### src/rtl/sdg_pkg.sv
package sdg_pkg;

  function automatic int sdg_clip(input int v, input int lim);
    if (v > lim) return lim;
    if (v < -lim) return -lim;
    return v;
  endfunction

  function automatic int sdg_abs(input int v);
    return (v < 0) ? -v : v;
  endfunction

endpackage

### src/rtl/sdg_drift_meter.sv
module sdg_drift_meter #(
  parameter int TOD_W    = 48,
  parameter int CNT_W    = 16,
  parameter int RES_W    = 16,
  parameter int NS_SHIFT = 3
) (
  input  logic                    clk_i,
  input  logic                    rst_ni,
  input  logic                    launch_i,
  input  logic                    run_i,
  input  logic [TOD_W-1:0]        tod_i,
  input  logic [TOD_W-1:0]        period_i,
  output logic                    edge_o,
  output logic signed [RES_W-1:0] drift_o
);

  localparam logic signed [TOD_W:0] HI = $signed({{(TOD_W+2-RES_W){1'b0}}, {(RES_W-1){1'b1}}});
  localparam logic signed [TOD_W:0] LO = -HI - 1;

  logic [TOD_W-1:0] anchor_q;
  logic [CNT_W-1:0] ticks_q;
  logic [TOD_W-1:0] elapsed;
  logic signed [TOD_W:0] diff;

  always_comb begin
    elapsed = tod_i - anchor_q;
    edge_o  = run_i && (elapsed >= period_i);
    diff    = $signed({1'b0, elapsed >> NS_SHIFT})
            - $signed({{(TOD_W+1-CNT_W){1'b0}}, ticks_q});
    if (diff > HI)      drift_o = HI[RES_W-1:0];
    else if (diff < LO) drift_o = LO[RES_W-1:0];
    else                drift_o = diff[RES_W-1:0];
  end

  always_ff @(posedge clk_i or negedge rst_ni) begin
    if (!rst_ni) begin
      anchor_q <= '0;
      ticks_q  <= '0;
    end else if (launch_i) begin
      anchor_q <= tod_i;
      ticks_q  <= CNT_W'(1);
    end else if (run_i) begin
      if (edge_o) begin
        anchor_q <= tod_i;
        ticks_q  <= CNT_W'(1);
      end else if (ticks_q != '1) begin
        ticks_q  <= ticks_q + 1'b1;
      end
    end
  end

  // a boundary restarts the tick count of the new period
  p_restart_r5: assert property (@(posedge clk_i) disable iff (!rst_ni)
    edge_o |=> (ticks_q == CNT_W'(1)));

endmodule

### src/rtl/sdg_trim_alloc.sv
module sdg_trim_alloc #(
  parameter int RES_W    = 16,
  parameter int MAX_TRIM = 5
) (
  input  logic                    clk_i,
  input  logic                    rst_ni,
  input  logic                    clear_i,
  input  logic                    edge_i,
  input  logic signed [RES_W-1:0] drift_i,
  input  logic                    take_i,
  output logic signed [RES_W-1:0] trim_o
);

  logic signed [RES_W-1:0] resid_q;
  logic signed [RES_W-1:0] src;

  always_comb begin
    src    = edge_i ? drift_i : resid_q;
    trim_o = RES_W'(sdg_pkg::sdg_clip(int'(src), MAX_TRIM));
  end

  always_ff @(posedge clk_i or negedge rst_ni) begin
    if (!rst_ni)      resid_q <= '0;
    else if (clear_i) resid_q <= '0;
    else if (take_i)  resid_q <= src - trim_o;
    else if (edge_i)  resid_q <= drift_i;
  end

  // spending a delta's trim never grows the outstanding residual
  p_resid_shrinks_r6: assert property (@(posedge clk_i) disable iff (!rst_ni)
    (take_i && !edge_i && !clear_i) |=>
      (sdg_pkg::sdg_abs(int'(resid_q)) <= sdg_pkg::sdg_abs(int'($past(resid_q)))));

endmodule

### src/rtl/sdg_delta_timer.sv
module sdg_delta_timer #(
  parameter int LEN_W     = 5,
  parameter int RES_W     = 16,
  parameter int NOM_TICKS = 25,
  parameter int MAX_TRIM  = 5
) (
  input  logic                    clk_i,
  input  logic                    rst_ni,
  input  logic                    clear_i,
  input  logic                    launch_i,
  input  logic                    run_i,
  input  logic signed [RES_W-1:0] trim_i,
  output logic                    stb_o,
  output logic [LEN_W-1:0]        len_o
);

  localparam logic [LEN_W-1:0] LEN_NOM = LEN_W'(NOM_TICKS);
  localparam logic [LEN_W-1:0] LEN_MIN = LEN_W'(NOM_TICKS - MAX_TRIM);
  localparam logic [LEN_W-1:0] LEN_MAX = LEN_W'(NOM_TICKS + MAX_TRIM);

  logic [LEN_W-1:0] phase_q, len_q, nxt_len;
  logic signed [31:0] len_calc;

  always_comb begin
    stb_o    = run_i && (phase_q == len_q - 1'b1);
    len_calc = NOM_TICKS - int'(trim_i);
    nxt_len  = len_calc[LEN_W-1:0];
    len_o    = len_q;
  end

  always_ff @(posedge clk_i or negedge rst_ni) begin
    if (!rst_ni) begin
      phase_q <= '0;
      len_q   <= LEN_NOM;
    end else if (clear_i || launch_i) begin
      phase_q <= '0;
      len_q   <= LEN_NOM;
    end else if (run_i) begin
      if (stb_o) begin
        phase_q <= '0;
        len_q   <= nxt_len;
      end else begin
        phase_q <= phase_q + 1'b1;
      end
    end
  end

  // delta length stays inside the trim window
  p_len_window_r4: assert property (@(posedge clk_i) disable iff (!rst_ni)
    (len_q >= LEN_MIN) && (len_q <= LEN_MAX));

  // the strobe is a single-cycle pulse
  p_stb_single_r2: assert property (@(posedge clk_i) disable iff (!rst_ni)
    stb_o |=> !stb_o);

endmodule

### src/rtl/sched_delta_gen.sv
module sched_delta_gen #(
  parameter int TOD_W     = 48,
  parameter int CNT_W     = 16,
  parameter int RES_W     = 16,
  parameter int NOM_TICKS = 25,
  parameter int MAX_TRIM  = 5,
  parameter int NS_SHIFT  = 3,
  localparam int LEN_W    = $clog2(NOM_TICKS + MAX_TRIM + 1)
) (
  input  logic             clk_i,
  input  logic             rst_ni,
  input  logic             halt_i,
  input  logic [TOD_W-1:0] tod_i,
  input  logic [TOD_W-1:0] start_time_i,
  input  logic [TOD_W-1:0] corr_period_i,
  output logic             delta_stb_o,
  output logic [LEN_W-1:0] delta_len_o
);

  logic running_q;
  logic launch, run, bnd;
  logic signed [RES_W-1:0] drift, trim;

  assign launch = !running_q && !halt_i && (tod_i >= start_time_i);
  assign run    = running_q && !halt_i;

  always_ff @(posedge clk_i or negedge rst_ni) begin
    if (!rst_ni)     running_q <= 1'b0;
    else if (halt_i) running_q <= 1'b0;
    else if (launch) running_q <= 1'b1;
  end

  sdg_drift_meter #(
    .TOD_W(TOD_W), .CNT_W(CNT_W), .RES_W(RES_W), .NS_SHIFT(NS_SHIFT)
  ) meter_i (
    .clk_i(clk_i), .rst_ni(rst_ni), .launch_i(launch), .run_i(run),
    .tod_i(tod_i), .period_i(corr_period_i), .edge_o(bnd), .drift_o(drift)
  );

  sdg_trim_alloc #(
    .RES_W(RES_W), .MAX_TRIM(MAX_TRIM)
  ) alloc_i (
    .clk_i(clk_i), .rst_ni(rst_ni), .clear_i(halt_i), .edge_i(bnd),
    .drift_i(drift), .take_i(delta_stb_o), .trim_o(trim)
  );

  sdg_delta_timer #(
    .LEN_W(LEN_W), .RES_W(RES_W), .NOM_TICKS(NOM_TICKS), .MAX_TRIM(MAX_TRIM)
  ) timer_i (
    .clk_i(clk_i), .rst_ni(rst_ni), .clear_i(halt_i), .launch_i(launch),
    .run_i(run), .trim_i(trim), .stb_o(delta_stb_o), .len_o(delta_len_o)
  );

  // a halted cycle is followed by a quiet strobe
  p_halt_quiet_r9: assert property (@(posedge clk_i) disable iff (!rst_ni)
    halt_i |=> !delta_stb_o);

  // launch starts a nominal delta with no strobe in its first cycle
  p_launch_nominal_r2: assert property (@(posedge clk_i) disable iff (!rst_ni)
    launch |=> (delta_len_o == LEN_W'(NOM_TICKS)) && !delta_stb_o);

endmodule

### config.mk
export PLATFORM = sky130hd
export DESIGN_NAME = sched_delta_gen
export DESIGN_NICKNAME = d
export VERILOG_FILES = /design/src/rtl/sdg_pkg.sv /design/src/rtl/sdg_drift_meter.sv /design/src/rtl/sdg_trim_alloc.sv /design/src/rtl/sdg_delta_timer.sv /design/src/rtl/sched_delta_gen.sv
export SDC_FILE = /design/constraint.sdc
export NUM_CORES = 1
export LEC_CHECK = 0
export BUFFER_PORTS_ARGS = -buffer_cell sky130_fd_sc_hd__buf_2
export CAP_MARGIN = 20
export CELL_PAD_IN_SITES_DETAIL_PLACEMENT = 1
export CELL_PAD_IN_SITES_GLOBAL_PLACEMENT = 2
export CORE_MARGIN = 3
export CORE_UTILIZATION = 38
export CTS_CLUSTER_DIAMETER = 60
export DETAILED_ROUTE_END_ITERATION = 8
export PLACE_DENSITY_LB_ADDON = 0.05
export REMOVE_ABC_BUFFERS = 1
export SKIP_LAST_GASP = 1
export SLEW_MARGIN = 10
export SYNTH_ARGS = -nofsm -noshare
export SYNTH_HDL_FRONTEND = slang
export SYNTH_SLANG_ARGS = --single-unit
export TNS_END_PERCENT = 100
### constraint.sdc
create_clock -name clk_i -period 17.1 [get_ports clk_i]
set_clock_uncertainty 0.15 [all_clocks]
set_input_delay 2.565 -clock clk_i [delete_from_list [all_inputs] [get_ports clk_i]]
set_output_delay 2.565 -clock clk_i [all_outputs]
set_load 0.05 [all_outputs]
==> metrics, run 1 <==
CTS Sinks 91; initial antenna violation count 0; CP max FO 14; GRT Overall Usage 22.8%; Placed Area 13800 µm²; DR DRC count 0; fin crit share 82.8%; internal power 1.48 mW; Netlist cell types 90; TritonCTS clock tree done; worst path arrival time 14.30 ns; post-layout util 44.2%; pre-CTS setup slack 2.58 ns; CP Buf/Inv Count 3; vias per cell 5.60; share of flip-flops with an asynchronous set or reset 100%; worst hold slack 0.352 ns; unrepaired setup endpoints after global routing false; commonest non-fill, non-tap cell in the layout inv_1; Final Slew Violations 0; CTS clk-pin slew, worst paths 0.07 ns; routed len/inst 18.5 µm; Max-Cap Viols 0; Placed Instances 2167; Setup CP Type input pin to flop; HPWL Detailed 34400 µm; cts hold-fix bufs 0; total global routing overflow 0; Initial DRC Count 600; Slowest Stage Delay on Critical Path 0.72 ns; post-CTS sizing 0; Leakage 6.70 nW; part of the power in the clock network 8.1%; ant diodes 0; ys flop type dfrtp_1; Slew HR 32.3%; Switching Fraction 53.8%; Fin Setup TNS 0 ns; most frequent cells in the layout inv_1 (187), ha_1 (173), buf_2 (151), a21oi_1 (121), nor2_1 (120); Largest delay share family, worst path compound AO/OA/AOI/OAI gates; # port buffers 152; area grow syn2layout 13.0%; Critical-path top delay cell or4b_2; DRT antenna net count 0; combinational share of power 81.8%; Slew @ Worst Pin 1.01 ns; Critical Path Source Type input pin; TritonCTS Buffers 9; Pwr Density 226 nW/µm²; Fill cells 4047; Layout Cells excl Fill 2183; Mapped Area 12500 µm²; Critical Path RT 17.24 ns; H-tree depth 3; Flop pwr share 10.1%; vias post-DR 12.2k; Avg Cell Area, Syn 7.78 µm²; Die ar. 35200 µm²; Core Rows 65; status finished, final reports clean; Starting Density 39.1%; Post-CTS Setup Repair Bufs 0; nets 2066; #FFs+latches synth 91; Die Width 188 µm; Most Frequent Cell on Critical Path a21o_1; NetSw 1.72 mW; vias in the first global route 12.6k; number of synthesized flops with an enable pin 0; DRT Pass-1 Iters 5; Setup WS post-layout 2.94 ns; largest net degree at the start of global routing 53; setup violators final 0; Peak VDD IR 0.0812 mV; share of layout cells above drive strength 1 15.3%; minimum clock period 14.16 ns; Fin. Hold Viols 0; Max Freq 70.6 MHz; Hold WC Path Type flop to flop; Core ar. 32000 µm²; GP Congestion 0.933; total power 3.19 mW; clk root buf clkbuf_16; design area 14200 µm²; Synth Instances 1609; die height 188 µm; total I/O pin count 153; final wirelength 40500 µm; post-synthesis sequential area ratio 18.2%; YS warnings 0; crit end category flop; first-pass GRT wire length 65500 µm; Worst-Skew Late Latency 0.38 ns; CTS Buffer Depth 2
## routing by layer
| metal | part of all wire (%) | track usage [%] |
|---|---|---|
| met4 | 2.2 | 6.09 |
| met1 | 47 | 29.6 |
| met3 | 3.0 | 3.38 |
| met5 | 0 | 0 |
| met2 | 48 | 39.6 |
## power groups by stage
| stage | logic, mW | registers (mW) | clock network, mW |
|---|---|---|---|
| floorplan | 1.90 | 0.315 | 0 |
| global placement | 2.55 | 0.322 | 0 |
| detailed placement | 2.60 | 0.326 | 0 |
| CTS | 2.62 | 0.323 | 0.267 |
| global route | 2.91 | 0.332 | 0.276 |
| finish | 2.61 | 0.322 | 0.259 |
## cells in the mapped netlist (15+ instances only)
| cell | instances | area [µm²] |
|---|---|---|
| nand4_1 | 51 | 319 |
| nand2_1 | 99 | 372 |
| nor4_1 | 18 | 113 |
| nor2_1 | 120 | 450 |
| a211oi_1 | 22 | 165 |
| clkbuf_1 | 36 | 135 |
| or3_1 | 15 | 93.8 |
| o21ai_0 | 99 | 495 |
| dfrtp_1 | 88 | 2200 |
| xor2_1 | 31 | 272 |
| xnor2_1 | 59 | 517 |
| a21o_1 | 55 | 413 |
| and2_1 | 18 | 113 |
| nor3_1 | 42 | 210 |
| inv_1 | 187 | 702 |
| nand3_1 | 41 | 205 |
| nand2b_1 | 26 | 163 |
| a21oi_1 | 122 | 611 |
| nor2b_1 | 25 | 156 |
| o211ai_1 | 15 | 113 |
| ha_1 | 173 | 2160 |
| mux2_2 | 50 | 563 |
## worst paths after layout
path | start | to | slack, ns | cells after the start
min in group asynchronous | rst_ni | meter_i.anchor_q[0]$_DFFE_PN0P_ | 1.99 | 1
max in group asynchronous | rst_ni | meter_i.anchor_q[41]$_DFFE_PN0P_ | 13.67 | 2
setup / recovery | tod_i[0] | alloc_i.resid_q[15]$_DFF_PN0_ | 2.94 | 46
hold reg to reg | meter_i.ticks_q[11]$_DFFE_PN0P_ | meter_i.ticks_q[11]$_DFFE_PN0P_ | 0.35 | 2
hold / removal | meter_i.ticks_q[11]$_DFFE_PN0P_ | meter_i.ticks_q[11]$_DFFE_PN0P_ | 0.35 | 2
setup reg to reg | meter_i.anchor_q[0]$_DFFE_PN0P_ | alloc_i.resid_q[15]$_DFF_PN0_ | 4.93 | 44
## cell type report
cell class                 count  area [µm²]  area share [%]
timing repair buffer         163         846            5.98
inverter                     187         702            4.96
tap                          435         544            3.85
clock inverter                 4         120           0.849
sequential                    91        2280            16.1
clock buffer                  12         256            1.81
multi-input combinational   1291        9400            66.4
## sequential cells by signal (all words and copies together) (netlist names)
signal            flops
meter_i.anchor_q     48
alloc_i.resid_q      16
meter_i.ticks_q      16
timer_i.len_o         5
timer_i.phase_q       5
running_q             1
## worst register-to-register path, delay by kind of cell (launching register included)
kind / cells / cell delay [ns]
xor gates and xnor gates: 1 / 0.15
buffers and inverters: 1 / 0.06
AOI/OAI and AO/OA: 24 / 5.72
adders and majority gates: 5 / 1.61
and+or+nand+nor: 13 / 4.04
DFF: 1 / 0.36
## logic make-up after synthesis
logic type	Yosys count	synth area share, %
fa+ha+maj	180	18.1
mux	61	5.38
flops	91	18.2
xor+xnor	91	6.47
buf+inv	227	6.83
compound gates	446	23.6
simple gates	513	21.4
Power figures use the tool's default switching activity.
==> run 2: changes to the inputs <==
--- a/config.mk
+++ b/config.mk
@@ -5,12 +5,13 @@
 export SDC_FILE = /design/constraint.sdc
 export NUM_CORES = 1
 export LEC_CHECK = 0
+export ABC_AREA = 1
 export BUFFER_PORTS_ARGS = -buffer_cell sky130_fd_sc_hd__buf_2
 export CAP_MARGIN = 20
 export CELL_PAD_IN_SITES_DETAIL_PLACEMENT = 1
 export CELL_PAD_IN_SITES_GLOBAL_PLACEMENT = 2
 export CORE_MARGIN = 3
-export CORE_UTILIZATION = 38
+export CORE_UTILIZATION = 32
 export CTS_CLUSTER_DIAMETER = 60
 export DETAILED_ROUTE_END_ITERATION = 8
 export PLACE_DENSITY_LB_ADDON = 0.05
==> constraint.sdc (replaced) <==
create_clock -name clk_i -period 14.4 [get_ports clk_i]
set_clock_uncertainty 0.15 [all_clocks]
set_input_delay 2.16 -clock clk_i [delete_from_list [all_inputs] [get_ports clk_i]]
set_output_delay 2.16 -clock clk_i [all_outputs]
set_load 0.05 [all_outputs]
==> metrics, run 2 <==
commonest non-fill, non-tap cell in the layout nand2_1 (was inv_1); YS warnings 0 (unchanged); Layout Cells excl Fill 3188 (was 2183); setup violators final 0 (unchanged); NetSw 2.52 mW (was 1.72 mW); Post-CTS Setup Repair Bufs 0 (unchanged); worst path arrival time 10.49 ns (was 14.30 ns); worst hold slack 0.356 ns (was 0.352 ns); Placed Instances 3172 (was 2167); minimum clock period 10.30 ns; Top reg by flops meter_i.anchor_q (unchanged); nets 2914 (was 2066); post-CTS sizing 0 (unchanged); Worst R2R Setup Slack 5.69 ns (was 4.93 ns); vias in the first global route 16.4k (was 12.6k); Worst-Skew Late Latency 0.41 ns (was 0.38 ns); Most Frequent Cell on Critical Path nand2_1 (was a21o_1); final wirelength 56500 µm (was 40500 µm); Fin. Hold Viols 0 (unchanged); GP Congestion 0.889 (was 0.933); Avg Cell Area, Syn 5.90 µm² (was 7.78 µm²); unrepaired setup endpoints after global routing false (unchanged); Synth Instances 2446 (was 1609); top-count cell post-synth nand2_1 (was inv_1); crit end category flop (unchanged); Initial DRC Count 649 (was 600); GRT Overall Usage 24.0% (was 22.8%); Hold WC Path Type flop to flop (unchanged); first-pass GRT wire length 88700 µm (was 65500 µm); DR DRC count 0 (unchanged); Max-Cap Viols 0 (unchanged); Synth top cells by count nand2_1 (764), inv_1 (473), nor2_1 (186), ha_1 (173), nand3_1 (140) (was inv_1 (187), ha_1 (173), a21oi_1 (122), nor2_1 (120)); Flop pwr share 8.9% (was 10.1%); Die Width 218 µm (was 188 µm); Critical Path Source Type input pin (unchanged); ys flop type dfrtp_1 (unchanged); share of layout cells above drive strength 1 12.6% (was 15.3%); Netlist cell types 56 (was 90); Die ar. 47700 µm² (was 35200 µm²); ant diodes 0 (unchanged); Switching Fraction 61.8% (was 53.8%); most frequent cells in the layout nand2_1 (764), inv_1 (472), nor2_1 (186), ha_1 (173), buf_2 (151) (was inv_1 (187), ha_1 (173), buf_2 (151), a21oi_1 (121), nor2_1 (120)); max reg flops 48 (unchanged); Max Freq 97.1 MHz; Fill cells 6044 (was 4047); Synth area leaders nand2_1 (20%), dfrtp_1 (15%), ha_1 (15%) (was dfrtp_1 (18%), ha_1 (17%), inv_1 (5.6%)); part of the power in the clock network 7.2% (was 8.1%); Largest regs meter_i.anchor_q (48), alloc_i.resid_q (16), meter_i.ticks_q (16) (unchanged); Starting Density 32.5% (was 39.1%); routed len/inst 17.7 µm (was 18.5 µm); internal power 1.56 mW (was 1.48 mW); CTS clk-pin slew, worst paths 0.08 ns (was 0.07 ns); cts hold-fix bufs 0 (unchanged); Core ar. 44400 µm² (was 32000 µm²); Mapped Area 14400 µm² (was 12500 µm²); CP max FO 14 (unchanged); Setup CP Type input pin to flop (unchanged); clk root buf clkbuf_16 (unchanged); CTS Buffer Depth 2 (unchanged); # port buffers 152 (unchanged); TritonCTS clock tree done (unchanged); area share of the largest cell type after synthesis 19.9% (was 17.6%); vias per cell 4.90 (was 5.60); DRT antenna net count 0 (unchanged); Leakage 9.24 nW (was 6.70 nW); largest net degree at the start of global routing 102 (was 53); #FFs+latches synth 91 (unchanged); Slowest Stage Delay on Critical Path 0.62 ns (was 0.72 ns); Critical-path top delay cell ha_1 (was or4b_2); number of synthesized flops with an enable pin 0 (unchanged); Fin Setup TNS 0 ns (unchanged); combinational share of power 83.9% (was 81.8%); HPWL Detailed 49500 µm (was 34400 µm); share of flip-flops with an asynchronous set or reset 100% (unchanged); Final Slew Violations 0 (unchanged); total I/O pin count 153 (unchanged); TritonCTS Buffers 9 (unchanged); Slew HR 28.6% (was 32.3%); Core Rows 77 (was 65); vias post-DR 15.6k (was 12.2k); Pwr Density 252 nW/µm² (was 226 nW/µm²); dominant cell type by area after synthesis nand2_1 (was dfrtp_1); DRT Pass-1 Iters 5 (unchanged); Critical Path RT 14.59 ns (was 17.24 ns); post-synthesis sequential area ratio 15.8% (was 18.2%); H-tree depth 3 (unchanged); initial antenna violation count 0 (unchanged); area grow syn2layout 12.1% (was 13.0%); Slew @ Worst Pin 1.06 ns (was 1.01 ns); status finished, final reports clean (unchanged); total global routing overflow 0 (unchanged); fin crit share 71.5%; Peak VDD IR 0.123 mV (was 0.0812 mV); die height 218 µm (was 188 µm); CTS Sinks 91 (unchanged)
run 2: changes by cell type after synthesis, moves of 20 or more:
cell,change
nand3_1,+99
nand2b_1,-26
nand2_1,+665
xnor2_1,-49
nand2_2,+43
clkbuf_1,-20
nor2_2,+34
nor2_1,+66
mux2_2,-50
inv_1,+286
nor2b_1,-25
a21o_1,-50
run 2: cells by family after synthesis:
kind of cell             synth area share [%]
AO/OA/AOI/OAI                            11.7
XOR/XNOR                                 3.16
adder cells (fa/ha/maj)                  15.4
buffers and inverters                    13.7
flip-flops                               15.8
AND/OR/NAND/NOR                          40.3
run 2: layout make-up:
| class | count | area (µm²) | area share [%] |
|---|---|---|---|
| tap | 592 | 741 | 4.58 |
| inverter | 495 | 1860 | 11.5 |
| clock inverter | 6 | 93.8 | 0.580 |
| timing repair buffer | 155 | 786 | 4.86 |
| clock buffer | 10 | 239 | 1.48 |
| multi-input combinational | 1839 | 10200 | 62.9 |
| sequential | 91 | 2280 | 14.1 |
run 2: power by group through the flow:
stage	Clock, mW	Sequential (mW)	Combinational, mW
finish	0.294	0.362	3.42
global route	0.310	0.370	3.89
CTS	0.305	0.363	3.45
detailed placement	0	0.368	3.43
global placement	0	0.366	3.38
floorplan	0	0.358	2.41
run 2: through the flow:
stage	power, mW	utilization (%)	cell area, µm²	setup WS (ns)
after global placement	3.74	35.7	15800	3.81
after global routing	4.57	36.4	16200	3.42
after detailed placement	3.80	35.7	15800	3.69
after floorplan	2.77	-	14300	5.73
final	4.08	36.4	16200	4.10
after CTS	4.12	36.4	16200	4.11
run 2: worst max-delay path: cells and delay by family:
| kind | cells | cell delay, ns |
|---|---|---|
| simple gates | 29 | 3.21 |
| compound gates | 10 | 1.92 |
| xor+xnor | 1 | 0.45 |
| fa+ha+maj | 5 | 2.00 |
| buf+inv | 6 | 0.74 |
run 2: path summary, 6_finish.rpt:
kind / start / end / depth (start not counted)
hold reg to reg: meter_i.anchor_q[47]$_DFFE_PN0P_ / meter_i.anchor_q[47]$_DFFE_PN0P_ / 2
max in group asynchronous: rst_ni / meter_i.anchor_q[38]$_DFFE_PN0P_ / 2
setup / recovery: tod_i[0] / alloc_i.resid_q[15]$_DFF_PN0_ / 51
setup reg to reg: meter_i.anchor_q[0]$_DFFE_PN0P_ / alloc_i.resid_q[15]$_DFF_PN0_ / 50
hold / removal: meter_i.anchor_q[47]$_DFFE_PN0P_ / meter_i.anchor_q[47]$_DFFE_PN0P_ / 2
min in group asynchronous: rst_ni / meter_i.anchor_q[1]$_DFFE_PN0P_ / 1
run 2: layer usage:
layer  vias to the layer above  share of wire [%]  global-route usage [%]
met2                       172                 48                    42.1
met3                        60                2.4                    2.85
met5                         -                  0                       0
met1                      7408                 46                    30.6
met4                         0                3.1                    8.07
li1                       7980                  -                       -
==> run 3: changes to the inputs <==
--- a/config.mk
+++ b/config.mk
@@ -5,13 +5,13 @@
 export SDC_FILE = /design/constraint.sdc
 export NUM_CORES = 1
 export LEC_CHECK = 0
-export ABC_AREA = 1
+export ABC_AREA = 0
 export BUFFER_PORTS_ARGS = -buffer_cell sky130_fd_sc_hd__buf_2
 export CAP_MARGIN = 20
 export CELL_PAD_IN_SITES_DETAIL_PLACEMENT = 1
 export CELL_PAD_IN_SITES_GLOBAL_PLACEMENT = 2
 export CORE_MARGIN = 3
-export CORE_UTILIZATION = 32
+export CORE_UTILIZATION = 36
 export CTS_CLUSTER_DIAMETER = 60
 export DETAILED_ROUTE_END_ITERATION = 8
 export PLACE_DENSITY_LB_ADDON = 0.05
==> constraint.sdc (replaced) <==
create_clock -name clk_i -period 9.55 [get_ports clk_i]
set_clock_uncertainty 0.15 [all_clocks]
set_input_delay 1.4325 -clock clk_i [delete_from_list [all_inputs] [get_ports clk_i]]
set_output_delay 1.4325 -clock clk_i [all_outputs]
set_load 0.05 [all_outputs]
==> metrics, run 3 (synthesis results as in run 1) <==
vias post-DR 15.0k (was 15.6k); CTS Sinks 91 (unchanged); Most Frequent Cell on Critical Path a21o_1 (was nand2_1); final wirelength 53300 µm (was 56500 µm); GRT met2 Usage 50.3% (was 42.1%); commonest non-fill, non-tap cell in the layout buf_4 (was nand2_1); DRT antenna net count 0 (unchanged); DR DRC count 0 (unchanged); Flop pwr share 6.3% (was 8.9%); nets 2636 (was 2914); CP max FO 6 (was 14); met3 usage 2.76% (was 2.85%); DRT Pass-1 Iters 6 (was 5); Setup WS post-layout -1.30 ns (was 4.10 ns); Top reg by flops meter_i.anchor_q (unchanged); total global routing overflow 0 (unchanged); Hold WC Path Type flop to flop (unchanged); TritonCTS Buffers 9 (unchanged); fin crit share 114%; total I/O pin count 153 (unchanged); Worst-Skew Late Latency 0.39 ns (was 0.41 ns); Critical-path top delay cell a221o_2 (was ha_1); Placed Instances 2667 (was 3172); CTS Buffer Depth 2 (unchanged); Core ar. 33900 µm² (was 44400 µm²); share of layout cells above drive strength 1 40.6% (was 12.6%); setup violators final 13 (was 0); GP Congestion 0.958 (was 0.889); HPWL Detailed 41700 µm (was 49500 µm); Critical Path RT 9.68 ns (was 14.59 ns); part of the power in the clock network 4.0% (was 7.2%); die height 193 µm (was 218 µm); unrepaired setup endpoints after global routing true (was false); Setup CP Type input pin to flop (unchanged); clk root buf clkbuf_16 (unchanged); vias in the first global route 15.9k (was 16.4k); vias per cell 5.43 (was 4.90); # port buffers 152 (unchanged); status finished, violations left (was finished, final reports clean); failing checks negative setup slack; Final Slew Violations 0 (unchanged); combinational share of power 89.6% (was 83.9%); NetSw 4.25 mW (was 2.52 mW); Largest regs meter_i.anchor_q (48), alloc_i.resid_q (16), meter_i.ticks_q (16) (unchanged); Peak VDD IR 0.247 mV (was 0.123 mV); first-pass GRT wire length 80900 µm (was 88700 µm); Critical Path Source Type input pin (unchanged); most crowded layer after global routing met2 (unchanged); Starting Density 37.0% (was 32.5%); met1 usage 33.2% (was 30.6%); Max-Cap Viols 0 (unchanged); Leakage 9.59 nW (was 9.24 nW); minimum clock period 10.85 ns; routed len/inst 19.3 µm (was 17.7 µm); Slowest Stage Delay on Critical Path 0.44 ns (was 0.62 ns); Fin. Hold Viols 0 (unchanged); Fin Setup TNS -10.55 ns (was 0 ns); Die Width 193 µm (was 218 µm); initial antenna violation count 0 (unchanged); worst path arrival time 10.98 ns (was 10.49 ns); worst hold slack 0.359 ns (was 0.356 ns); Max Freq 92.2 MHz; area grow syn2layout 52.6% (was 12.1%); Initial DRC Count 550 (was 649); most frequent cells in the layout buf_4 (568), inv_1 (183), ha_1 (163), buf_2 (150), nor2_1 (118) (was nand2_1 (764), inv_1 (472), nor2_1 (186), ha_1 (173), buf_2 (151)); CTS clk-pin slew, worst paths 0.08 ns (about the same); Layout Cells excl Fill 2766 (was 3188); ant diodes 0 (unchanged); Die ar. 37100 µm² (was 47700 µm²); H-tree depth 3 (unchanged); Slew HR 37.4% (was 28.6%); Slew @ Worst Pin 0.930 ns (was 1.06 ns); crit end category flop (unchanged); TritonCTS clock tree done (unchanged); Core Rows 67 (was 77); GRT Overall Usage 27.5% (was 24.0%); Pwr Density 481 nW/µm² (was 252 nW/µm²); largest net degree at the start of global routing 51 (was 102); internal power 4.95 mW (was 1.56 mW); Switching Fraction 46.2% (was 61.8%); max reg flops 48 (unchanged); Placed Area 17500 µm² (was 15800 µm²); design area 19100 µm² (was 16200 µm²)
-- run 3: changes by cell type in the layout (fill, tap and decap cells not counted), sizes merged, moves of 111 or more --
cell,delta
nand2,-715
nor2,-111
inv,-305
nand3,-118
buf,+578
-- run 3: layout make-up --
| class | count | area [µm²] |
|---|---|---|
| Tap cell | 448 | 561 |
| Multi-Input combinational cell | 1291 | 10100 |
| Fill cell | 4271 | 14800 |
| Clock inverter | 5 | 37.5 |
| Clock buffer | 11 | 243 |
| Sequential cell | 91 | 2280 |
| Timing Repair Buffer | 733 | 5190 |
| Inverter | 187 | 704 |
-- run 3: power groups by stage --
stage / Sequential (mW) / Combinational, mW / Clock (mW)
floorplan: 0.565 / 3.40 / 0
detailed placement: 0.591 / 6.66 / 0
global placement: 0.581 / 6.47 / 0
global route: 0.599 / 8.86 / 0.394
finish: 0.584 / 8.25 / 0.370
CTS: 0.585 / 7.54 / 0.378
-- run 3: per-stage QoR --
step	utilization [%]	setup slack, ns	total power, mW
2_1_floorplan	-	-2.08	3.96
3_3_place_gp	51.6	-2.30	7.05
3_5_place_dp	51.6	-2.64	7.25
4_1_cts	55.1	-0.806	8.50
5_1_grt	56.4	-1.63	9.85
6_report	56.4	-1.30	9.20
-- run 3: layer usage --
metal / share of wire, % / vias to the layer above
li1: - / 7246
met1: 42 / 7347
met2: 51 / 312
met3: 3.1 / 119
met4: 3.8 / 0
met5: 0 / -
-- run 3: path summary, 6_finish.rpt --
path	cells past startpoint	from	slack, ns	endpoint
worst max-delay path	50	tod_i[0]	-1.30	alloc_i.resid_q[15]$_DFF_PN0_
worst min-delay path	1	meter_i.anchor_q[19]$_DFFE_PN0P_	0.36	meter_i.anchor_q[19]$_DFFE_PN0P_
worst max register to register	48	meter_i.anchor_q[0]$_DFFE_PN0P_	-0.52	alloc_i.resid_q[15]$_DFF_PN0_
worst min register to register	1	meter_i.anchor_q[19]$_DFFE_PN0P_	0.36	meter_i.anchor_q[19]$_DFFE_PN0P_
max in group asynchronous	2	rst_ni	7.19	meter_i.anchor_q[42]$_DFFE_PN0P_
min in group asynchronous	1	rst_ni	0.90	meter_i.ticks_q[5]$_DFFE_PN0P_
-- run 3: critical path, delay by kind of cell --
| kind | cells | cell delay (ns) |
|---|---|---|
| buffers and inverters | 8 | 0.88 |
| AND/OR/NAND/NOR | 8 | 1.67 |
| XOR/XNOR | 1 | 0.17 |
| adder cells (fa/ha/maj) | 5 | 1.35 |
| AO/OA/AOI/OAI | 28 | 5.47 |
-- run 3: repair_timing --
action	4_1_cts	5_1_grt
resized for setup	93	69
hold buffers	0	0
endpoints found under the setup margin	15	15
pin swaps	62	42
buffers inserted	86	21
